## src/rtl/lfc_pkg.sv

```systemverilog
package lfc_pkg;
  typedef enum logic {
    SCHEME_CREDIT = 1'b0,
    SCHEME_STOPGO = 1'b1
  } scheme_e;
endpackage

```

## src/rtl/lfc_delay.sv

```systemverilog
module lfc_delay #(
  parameter int LAT = 2
) (
  input  logic clk,
  input  logic rst_n,
  input  logic d,
  output logic q
);
  localparam int WW = $clog2(LAT + 1);
  logic [LAT-1:0] stage;
  logic [WW-1:0]  warm;

  always_ff @(posedge clk) begin
    if (!rst_n) stage[0] <= 1'b0;
    else        stage[0] <= d;
  end

  generate
    for (genvar i = 1; i < LAT; i++) begin : g_stage
      always_ff @(posedge clk) begin
        if (!rst_n) stage[i] <= 1'b0;
        else        stage[i] <= stage[i-1];
      end
    end
  endgenerate

  assign q = stage[LAT-1];

  always_ff @(posedge clk) begin
    if (!rst_n)                 warm <= '0;
    else if (warm != WW'(LAT))  warm <= warm + 1'b1;
  end


  delay_match_chk: assert property (@(posedge clk) disable iff (!rst_n)
    (warm == WW'(LAT)) |-> (q == $past(d, LAT)));
endmodule

```

## src/rtl/lfc_credit_ctr.sv

```systemverilog
module lfc_credit_ctr #(
  parameter int DEPTH = 8,
  parameter int CW    = $clog2(DEPTH + 1)
) (
  input  logic          clk,
  input  logic          rst_n,
  input  logic          enable,
  input  logic          send,
  input  logic          ret,
  output logic [CW-1:0] count,
  output logic          err
);
  localparam logic [CW-1:0] FULL = CW'(DEPTH);
  logic do_send, do_ret;

  assign do_send = enable & send;
  assign do_ret  = enable & ret;

  always_ff @(posedge clk) begin
    if (!rst_n) begin
      count <= FULL;
      err   <= 1'b0;
    end else if (do_send && !do_ret) begin
      count <= count - 1'b1;
    end else if (do_ret && !do_send) begin
      if (count == FULL) err   <= 1'b1;
      else               count <= count + 1'b1;
    end
  end


  count_bound_chk: assert property (@(posedge clk) disable iff (!rst_n)
    count <= FULL);

  err_sticky_chk: assert property (@(posedge clk) disable iff (!rst_n)
    err |=> err);

  pair_hold_chk: assert property (@(posedge clk) disable iff (!rst_n)
    (do_send && do_ret) |=> $stable(count));
endmodule

```

## src/rtl/lfc_stop_mon.sv

```systemverilog
module lfc_stop_mon #(
  parameter int DEPTH   = 8,
  parameter int HI      = 4,
  parameter int LO_MARK = 2,
  parameter int OW      = $clog2(DEPTH + 1)
) (
  input  logic clk,
  input  logic rst_n,
  input  logic arrive,
  input  logic freed,
  output logic off
);
  logic [OW-1:0] occ, occ_nxt;
  logic          off_nxt;

  always_comb begin
    occ_nxt = occ;
    if (arrive && !freed && occ != OW'(DEPTH)) occ_nxt = occ + 1'b1;
    if (freed && !arrive && occ != '0)         occ_nxt = occ - 1'b1;
    if (occ_nxt >= OW'(HI))                    off_nxt = 1'b1;
    else if (occ_nxt < OW'(LO_MARK))           off_nxt = 1'b0;
    else                                       off_nxt = off;
  end

  always_ff @(posedge clk) begin
    if (!rst_n) begin
      occ <= '0;
      off <= 1'b0;
    end else begin
      occ <= occ_nxt;
      off <= off_nxt;
    end
  end


  occ_bound_chk: assert property (@(posedge clk) disable iff (!rst_n)
    occ <= OW'(DEPTH));

  off_high_chk: assert property (@(posedge clk) disable iff (!rst_n)
    (occ >= OW'(HI)) |-> off);

  off_low_chk: assert property (@(posedge clk) disable iff (!rst_n)
    (occ < OW'(LO_MARK)) |-> !off);
endmodule

```

## src/rtl/link_flow_ctrl.sv

```systemverilog
module link_flow_ctrl #(
  parameter int DEPTH   = 8,
  parameter int LAT     = 2,
  parameter int LO_MARK = 2,
  parameter int CW      = $clog2(DEPTH + 1)
) (
  input  logic          clk,
  input  logic          rst_n,
  input  logic          mode,
  input  logic          in_valid,
  output logic          in_ready,
  output logic          out_valid,
  input  logic          dn_arrive,
  input  logic          dn_free,
  output logic [CW-1:0] credits,
  output logic          credit_err,
  output logic          off_level,
  output logic          stop_seen
);
  import lfc_pkg::*;
  localparam int HI = DEPTH - 2 * LAT;

  scheme_e scheme;
  logic    ret_pulse, credit_mode;

  assign scheme      = scheme_e'(mode);
  assign credit_mode = (scheme == SCHEME_CREDIT);

  lfc_delay #(.LAT(LAT)) u_ret_dly (
    .clk(clk), .rst_n(rst_n), .d(dn_free), .q(ret_pulse));

  lfc_delay #(.LAT(LAT)) u_stop_dly (
    .clk(clk), .rst_n(rst_n), .d(off_level), .q(stop_seen));

  lfc_stop_mon #(.DEPTH(DEPTH), .HI(HI), .LO_MARK(LO_MARK)) u_mon (
    .clk(clk), .rst_n(rst_n), .arrive(dn_arrive), .freed(dn_free),
    .off(off_level));

  assign in_ready  = credit_mode ? (credits != '0) : !stop_seen;
  assign out_valid = in_valid & in_ready;

  lfc_credit_ctr #(.DEPTH(DEPTH), .CW(CW)) u_ctr (
    .clk(clk), .rst_n(rst_n), .enable(credit_mode), .send(out_valid),
    .ret(ret_pulse), .count(credits), .err(credit_err));


  send_dec_chk: assert property (@(posedge clk) disable iff (!rst_n)
    (credit_mode && out_valid && !ret_pulse) |=> (credits == $past(credits) - 1'b1));

  stopgo_freeze_chk: assert property (@(posedge clk) disable iff (!rst_n)
    (!credit_mode && $past(!credit_mode)) |-> $stable(credits));

  empty_block_chk: assert property (@(posedge clk) disable iff (!rst_n)
    (credit_mode && credits == '0) |-> !out_valid);
endmodule

```

## config.mk

```make
export PLATFORM = sky130hd
export DESIGN_NAME = link_flow_ctrl
export DESIGN_NICKNAME = d
export VERILOG_FILES = /design/src/rtl/lfc_pkg.sv /design/src/rtl/lfc_delay.sv /design/src/rtl/lfc_credit_ctr.sv /design/src/rtl/lfc_stop_mon.sv /design/src/rtl/link_flow_ctrl.sv
export SDC_FILE = /design/constraint.sdc
export NUM_CORES = 1
export LEC_CHECK = 0
export ABC_AREA = 1
export CAP_MARGIN = 20
export CORE_MARGIN = 8
export CORE_UTILIZATION = 52
export CTS_BUF_LIST = sky130_fd_sc_hd__clkbuf_8
export CTS_CLUSTER_SIZE = 14
export DETAILED_ROUTE_END_ITERATION = 8
export PLACE_DENSITY = 0.85
export SETUP_SLACK_MARGIN = 0.15
export SYNTH_ARGS = -nofsm -noshare
export SYNTH_HDL_FRONTEND = slang
export SYNTH_SLANG_ARGS = --single-unit
```

## constraint.sdc

```tcl
create_clock -name clk -period 2.2 [get_ports clk]
set_clock_uncertainty 0.05 [all_clocks]
set_input_delay 0.44 -clock clk [delete_from_list [all_inputs] [get_ports clk]]
set_output_delay 0.44 -clock clk [all_outputs]
set_load 0.01 [all_outputs]
```

## Word level (Yosys, flattened, before mapping)

Index checks and enable logic that the tools add are counted.

- Equal/unequal tests: 3
- Reduce and logical (&&, ||, !) cells: 17
- Magnitude comparators: 2
- Multiplexer cells: 8
- $add $sub $neg: 4
- Bitwise operators: 5

Operators with widths:

| kind | number |
|---|---|
| $mux 4 | 5 |
| $add 4x1->4 const B | 2 |
| $reduce_bool 4->1 | 2 |
| $sub 4x1->4 const B | 2 |
| $logic_and 1x1->1 | 6 |
| $logic_not 1->1 | 5 |
| $eq 4x4->1 const B | 1 |
| $ge 4x3->1 const B | 1 |
| $lt 4x2->1 const B | 1 |
| $ne 4x4->1 const B | 1 |
| $reduce_bool 2->1 | 2 |
| $and 1x1->1 | 3 |
| $mux 1 | 3 |
| $reduce_and 3->1 | 1 |
| $ne 2x1->1 const B | 1 |
| $not 1->1 | 2 |
| $reduce_and 2->1 | 1 |

- Input bits: 6
- Register bits after elaboration: 14
- Output and inout bits: 9
- Logic and storage cells: 47

## Longest topological paths before layout

Gate-level depths: netlist (run 1).

- Depth in word-level cells: 8
- Mapped depth: 13
- Depth with buffers taken out: 13

## Modules after synthesis

A second synthesis (run 1) with hierarchy kept.

- Cell total of the unflattened synthesis: 125
- Area total of the unflattened synthesis: 855.8 um^2

Modules (own cells, without submodules):

| module | times used | sequential area each (um^2) | cells each | area each (um^2) |
|---|---|---|---|---|
| lfc_credit_ctr | 1 | 100.1 | 54 | 371.6 |
| lfc_stop_mon | 1 | 100.1 | 50 | 326.6 |
| lfc_delay | 2 | 40.0 | 6 | 55.1 |
| link_flow_ctrl | 1 | 0.0 | 9 | 47.5 |

## Worst setup path after synthesis (run 1)

Ideal clock, no wire load.

- Path type: flip-flop to flip-flop
- Start point: register u_ctr.count[1]
- End point: register u_ctr.count[2]
- Period minus slack after synthesis: 2.097 ns
- Buffers on the path: 0
- Stages on the path, launching flop included: 13
- Setup time: 0.118 ns
- Arrival time: 1.930 ns
- Path slack: 0.103 ns
- Data required time: 2.032 ns
- Path through: dfxtp_1 > nor2_1 > nand3_1 > nand2_1 > nor2_1 > nand2_1 > inv_2 > ha_1 > inv_1 > fa_1 > xnor2_1 > o21ai_1 > a21oi_1

- Longest elaborated chain between the ends: 8
- Elaborated cells between the ends (all ways): 16
- Classes of those cells: add/sub: 2; eq/ne: 2; mux: 4; bitwise: 2; reduce/logical: 6

RTL lines:

| item | RTL line | source |
|---|---|---|
| start: declaration | lfc_credit_ctr.sv:10 | `output logic [CW-1:0] count,` |
| start signal: assignment | lfc_credit_ctr.sv:24 | `count <= count - 1'b1;` |
| start signal: assignment | lfc_credit_ctr.sv:27 | `else count <= count + 1'b1;` |
| $reduce_bool 4->1 (*) | link_flow_ctrl.sv:39 | `assign in_ready = credit_mode ? (credits != '0) : !stop_seen;` |
| $mux 1 (*) | link_flow_ctrl.sv:39 |  |
| $and 1x1->1 (*) | link_flow_ctrl.sv:40 | `assign out_valid = in_valid & in_ready;` |
| named net out_valid | link_flow_ctrl.sv:12 | `output logic out_valid,` |
| $and 1x1->1 (*) | lfc_credit_ctr.sv:16 | `assign do_send = enable & send;` |
| $logic_not 1->1 | lfc_credit_ctr.sv:25 | `end else if (do_ret && !do_send) begin` |
| $logic_and 1x1->1 | lfc_credit_ctr.sv:25 |  |
| $reduce_bool 2->1 (no source line) | n/a |  |
| $reduce_and 2->1 (no source line) | n/a |  |

The timed path passes the listed nets; every way through them passes the cells marked *. The select of a mux whose other input is x is not followed.
A chain may end at the register's enable or synchronous reset.

## Final worst setup path (run 1)

- Start point: register u_ctr.count[1]
- End point: output out_valid

- Longest elaborated chain between the ends: 3

RTL lines:

| item | RTL line |
|---|---|
| $reduce_bool 4->1 | link_flow_ctrl.sv:39 |
| $mux 1 | link_flow_ctrl.sv:39 |
| $and 1x1->1 | link_flow_ctrl.sv:40 |
| end: declaration | link_flow_ctrl.sv:12 |

Every way passes these cells.

==> results_dict.tcl, run 1 <==
set metrics [dict create \
    area_delta_synth_final_pct 38.4 \
    holdPathEnd "u_ret_dly.q" \
    synth_top_family_by_area "simple AND/OR/NAND/NOR gates" \
    dieArea_sq_um 3050 \
    ys_ff_latch 14 \
    yosys.area.top_type "dfxtp_1" \
    ir_drop_v 0.000563 \
    cts_sinks 14 \
    synth.top_cell.area_share 0.349 \
    synth-adder-area-share 0.119 \
    critPathMaxStageDelay_ns 0.32 \
    clockRootBuffer "clkbuf_8" \
    drt_iter0_markers 5 \
    grt_max_degree 15 \
    track_usage 0.119 \
    vias_per_cell 4.87 \
    timing.final.crit_period_ns 1.96 \
    start_kind "register" \
    hold_slack_ns 0.364 \
    cts_tree "yes" \
    vias 740 \
    htreeDepth 1 \
    synth_compound_area_frac 0.0718 \
    clockBufferDepth 2 \
    period_share 0.890 \
    synthMuxAreaShare 0 \
    drive_gt1_frac 0.250 \
    fmax_mhz 511 \
    grt_antenna_before_repair 0 \
    num_io_pins 15 \
    slew_headroom 0.692 \
    gr-total-overflow 0 \
    clk_pin_slew_ns 0.06 \
    crit_slowest_cell "dfxtp_1" \
    hold_violations 0 \
    instances_no_fill 152 \
    avgSynthCellArea_sq_um 7.10 \
    fin_nets 150 \
    setup_viol 0 \
    crit_required_ns 1.71 \
    drt_first_pass_iters 4 \
    r2r_end "u_ctr.count[2]" \
    gp_congestion 0.852 \
    hpwl_um 1260 \
    hold_class "register to register" \
    cts_buffers 3 \
    ys_types 18 \
    worst_pin_slew_ns 0.461 \
    r2r_start "u_ctr.count[2]" \
    hold_start "u_ret_dly.stage[0]" \
    wl_um 1710 \
    synthSimpleGateAreaFrac 0.287 \
    crit_chain "nor2_2 > nand3_1 > nand2_2 > nor2_4 > buf_4 > buf_4 > dlygate4sd2_1" \
    netlist_area_sq_um 802 \
    final_cell_mix "inv_1 (21), nand2_1 (20), nand3_1 (16), clkdlybuf4s50_1 (11), dfxtp_1 (11)" \
    path_max_fanout 2 \
    p_per_area_nw_per_um2 750 \
    seq_area_frac_synth 0.349 \
    avgRoutedWirePerCell_um 11.3 \
    synthCells 113 \
    synthXorXnorAreaFrac 0.0328 \
    utilization 0.754 \
    synthTopCellsByArea "dfxtp_1 (35%), inv_1 (11%), nand2_1 (10%), nand3_1 (10%), ha_1 (9.4%)" \
    port_buffers 14 \
    syn_nets 126 \
    clk-insertion-delay-late_ns 0.25 \
    drc 0 \
    setup.worst_path.class "register to output port" \
    antenna_cells 0 \
    critPathCaptureType "output port" \
    status "complete, no violations" \
    std_cell_rows 14 \
    antenna_left 0 \
    die_w_um 55.3 \
    layout_commonest_cell "inv_1" \
    initial_core_util 0.545 \
    yosys_warnings 0 \
    slew_viol_final 0 \
    holdPathStages 2 \
    rrSetupSlack_ns 0.29 \
    fp.coreArea_sq_um 1470 \
    dieHeight_um 55.3 \
    rsz0062_at_grt "no" \
    reg2regPathDepth 12 \
    grt_pass1_wl_um 2990 \
    max-cap-violations 0 \
    power.leakage_uw 0.000579 \
    arrival_ns 1.47 \
    dpl.cell_count 147 \
    grt_pass1_vias 750 \
    crit_top_cell "buf_4" \
]
==> registers in the layout, summed over array words and instances, names as in the netlist <==
register          count
u_stop_dly.stage      1
u_mon.off             1
u_ret_dly.stage       1
u_ctr.err             1
u_ctr.count           4
u_stop_dly.q          1
u_ret_dly.q           1
u_mon.occ             4
==> layer usage <==
layer	track usage	wire, um	vias to the layer above	part of all wire
li1	-	-	398	-
met1	0.110	734	327	0.43
met2	0.210	883	12	0.52
met3	0.0502	64	3	0.037
met4	0.0704	30	0	0.018
met5	0	0	-	0
==> layout make-up <==
class	instances	area, sq um
inverter	27	104
tap	16	20.0
fill	114	362
sequential	14	287
multi-input combinational	71	463
timing repair buffer	20	181
clock buffer	4	55.1
==> what timing repair did <==
item / 4_1_cts / 5_1_grt
buffers inserted: 1 / 0
resized for setup: 5 / 17
setup endpoints to repair: 6 / 5
hold endpoints to repair: 0 / 0
pin swaps: 2 / 8
hold buffers: 0 / 0
==> stage by stage <==
| step | TNS [ns] | setup slack [ns] | total power, uW | area, sq um |
|---|---|---|---|---|
| 6_report | 0 | 0.241 | 832 | 1110 |
| 5_1_grt | 0 | 0.155 | 883 | 1110 |
| 4_1_cts | 0 | 0.188 | 814 | 1070 |
| 3_5_place_dp | -1.35 | -0.412 | 554 | 991 |
| 3_3_place_gp | -0.879 | -0.305 | 546 | 991 |
| 2_1_floorplan | 0 | 0.171 | 454 | 805 |
==> kinds of logic (layout without fill, tap and decap cells) <==
family / count (synthesis) / in the layout
and+or+nand+nor: 50 / 50
buffers and inverters: 28 / 51
DFF: 14 / 14
AOI/OAI and AO/OA: 11 / 11
adders and majority gates: 7 / 7
xor gates and xnor gates: 3 / 3
==> cells in the mapped netlist <==
cell type  count
fa_1           1
inv_2          4
o21a_1         1
nand3_1       16
nor2_2         2
a21oi_1        6
nand3_2        2
dfxtp_1       14
nand4_1        1
xnor2_1        3
buf_6          1
o21ai_1        3
ha_1           6
inv_1         23
nor2_1         6
nand2_1       22
o21ai_0        1
nand2_2        1
==> critical path, delay by kind of cell (launching register included) <==
family | cells | cell delay [ns]
DFF | 1 | 0.32
buffers and inverters | 3 | 0.51
and+or+nand+nor | 4 | 0.37
==> how the worst max path moves through the flow <==
stage	start	to	slack, ns	cells past startpoint
floorplan	u_ctr.count[1]	u_ctr.count[2]	0.17	12
global placement	mode	u_ctr.count[2]	-0.30	13
detailed placement	mode	u_ctr.count[2]	-0.41	13
CTS	mode	out_valid	0.19	8
global route	u_ctr.count[1]	out_valid	0.16	7
finish	u_ctr.count[1]	out_valid	0.24	7
==> where the power goes <==
group          switching, uW  leakage (uW)  internal, uW  total (uW)
Combinational            134      0.000435           132         267
Sequential              26.5      0.000115           284         311
Clock                   95.6     0.0000288           159         254
Note: power is estimated with default switching activity, not from simulation.
==> run 2, diff against run 1 <==
--- a/config.mk
+++ b/config.mk
@@ -9,9 +9,9 @@
 export CAP_MARGIN = 20
 export CORE_MARGIN = 8
-export CORE_UTILIZATION = 52
+export CORE_UTILIZATION = 57
 export CTS_BUF_LIST = sky130_fd_sc_hd__clkbuf_8
 export CTS_CLUSTER_SIZE = 14
 export DETAILED_ROUTE_END_ITERATION = 8
-export PLACE_DENSITY = 0.85
+export PLACE_DENSITY = 0.91
 export SETUP_SLACK_MARGIN = 0.15
 export SYNTH_ARGS = -nofsm -noshare
==> constraint.sdc (replaced) <==
create_clock -name clk -period 2.4 [get_ports clk]
set_clock_uncertainty 0.05 [all_clocks]
set_input_delay 0.36 -clock clk [delete_from_list [all_inputs] [get_ports clk]]
set_output_delay 0.36 -clock clk [all_outputs]
set_load 0.01 [all_outputs]
==> results_dict.tcl, run 2 (same netlist as run 1, synthesis figures left out) <==
set metrics [dict create \
    timing.final.crit_period_ns 2.08 \
    p_per_area_nw_per_um2 673 \
    grt_max_degree 15 \
    dieHeight_um 53.5 \
    crit_required_ns 2.45 \
    fmax_mhz 480 \
    critPathCaptureType "register" \
    drc 0 \
    gp_congestion 0.909 \
    cts_sinks 14 \
    clk_pin_slew_ns 0.06 \
    clockBufferDepth 2 \
    final_cell_mix "inv_1 (23), nand2_1 (22), nand3_1 (16), dfxtp_1 (13), clkdlybuf4s50_1 (12)" \
    crit_chain "nor2_1 > nand3_1 > nand2_1 > nor2_2 > nand2_1 > inv_2 > ha_4 > ha_1 > a21oi_1 > nand2_1 > xnor2_1 > nand2_1 > nand3_1" \
    max-cap-violations 0 \
    status "complete, no violations" \
    hold_violations 0 \
    avgRoutedWirePerCell_um 13.7 \
    drt_iter0_markers 20 \
    utilization 0.798 \
    worst_pin_slew_ns 0.480 \
    topRoutingLayerUsed "met4" \
    critPathTopFamily "simple AND/OR/NAND/NOR gates" \
    track_usage 0.149 \
    reg_top3 "u_ctr.count x4, u_mon.occ x4" \
    layout_commonest_cell "inv_1" \
    hold_class "register to register" \
    setup.worst_path.class "register to register" \
    vias_per_cell 5.30 \
    drive_gt1_frac 0.143 \
    slew_headroom 0.679 \
    rsz0062_at_grt "no" \
    critPathMaxStageDelay_ns 0.34 \
    drt_first_pass_iters 5 \
    htreeDepth 1 \
    holdBufCountCts 0 \
    fin_nets 148 \
    clk-insertion-delay-late_ns 0.24 \
    hold_slack_ns 0.371 \
    met2WireLength_um 1110 \
    gr-total-overflow 0 \
    slew_viol_final 0 \
    ir_drop_v 0.000460 \
    grt_pass1_wl_um 3190 \
    clockRootBuffer "clkbuf_8" \
    crit_slowest_cell "dfxtp_1" \
    crit_top_cell "nand2_1" \
    start_kind "register" \
    period_share 0.868 \
    power.leakage_uw 0.000553 \
    cts_tree "yes" \
    dieArea_sq_um 2860 \
    arrival_ns 2.13 \
    area_delta_synth_final_pct 29.5 \
    num_io_pins 15 \
    total_power_uw 699 \
    vias 785 \
    antenna_left 0 \
    initial_core_util 0.616 \
    grt_antenna_before_repair 0 \
    wl_um 2030 \
    std_cell_rows 13 \
    crit_buf_inv 1 \
    setup_viol 0 \
    fp.coreArea_sq_um 1300 \
    path_max_fanout 5 \
    antenna_cells 0 \
    cts_buffers 3 \
    grt_pass1_vias 786 \
    die_w_um 53.5 \
    wirelength_met1_um 774 \
    port_buffers 14 \
    hpwl_um 1530 \
    met3_length_um 85 \
]
[run 2: area by class of cell]
cell class                      instances  area (sq um)
Inverter                               27           101
Tap cell                               15          18.8
Multi-Input combinational cell         71           424
Clock buffer                            3          41.3
Timing Repair Buffer                   18           171
Fill cell                              89           263
Sequential cell                        14           282
[run 2: worst paths after layout]
check | from | to | slack [ns] | cells after the start
worst max-delay path | u_ctr.count[1] | u_ctr.count[3] | 0.32 | 13
worst min-delay path | u_stop_dly.stage[0] | u_stop_dly.q | 0.37 | 2
worst max register to register | u_ctr.count[1] | u_ctr.count[3] | 0.32 | 13
worst min register to register | u_stop_dly.stage[0] | u_stop_dly.q | 0.37 | 2
[run 2: what timing repair did]
action | in CTS | in global routing
setup endpoints to repair | 3 | 3
buffers inserted | 0 | 0
resized for setup | 3 | 3
[run 2: metal layers]
layer	GRT usage	up-vias
met5	0	-
met1	0.145	355
met4	0.0756	0
met3	0.0392	8
li1	-	392
met2	0.281	30
[run 2: stage by stage]
stage	cells	area, sq um	worst slack (ns)	setup TNS (ns)
after global placement	145	980	0.0138	0
after detailed placement	145	980	-0.189	-0.416
after global routing	148	1040	0.180	0
after CTS	148	1020	0.141	0
final	148	1040	0.317	0
after floorplan	113	802	0.303	0
[run 2: worst register-to-register path, stage by stage, from the launching register on]
cell and delay [ns]:
dfxtp_1 0.34, nor2_1 0.18, nand3_1 0.11, nand2_1 0.10, nor2_2 0.05, nand2_1 0.08
inv_2 0.06, ha_4 0.17, ha_1 0.31, a21oi_1 0.16, nand2_1 0.08, xnor2_1 0.13
nand2_1 0.06, nand3_1 0.06
[run 2: power by group]
part / total (uW) / switching, uW / leakage (uW) / internal, uW
combinational: 225 / 121 / 0.000417 / 104
sequential: 285 / 25.3 / 0.000114 / 260
clock: 189 / 78.5 / 0.0000216 / 111
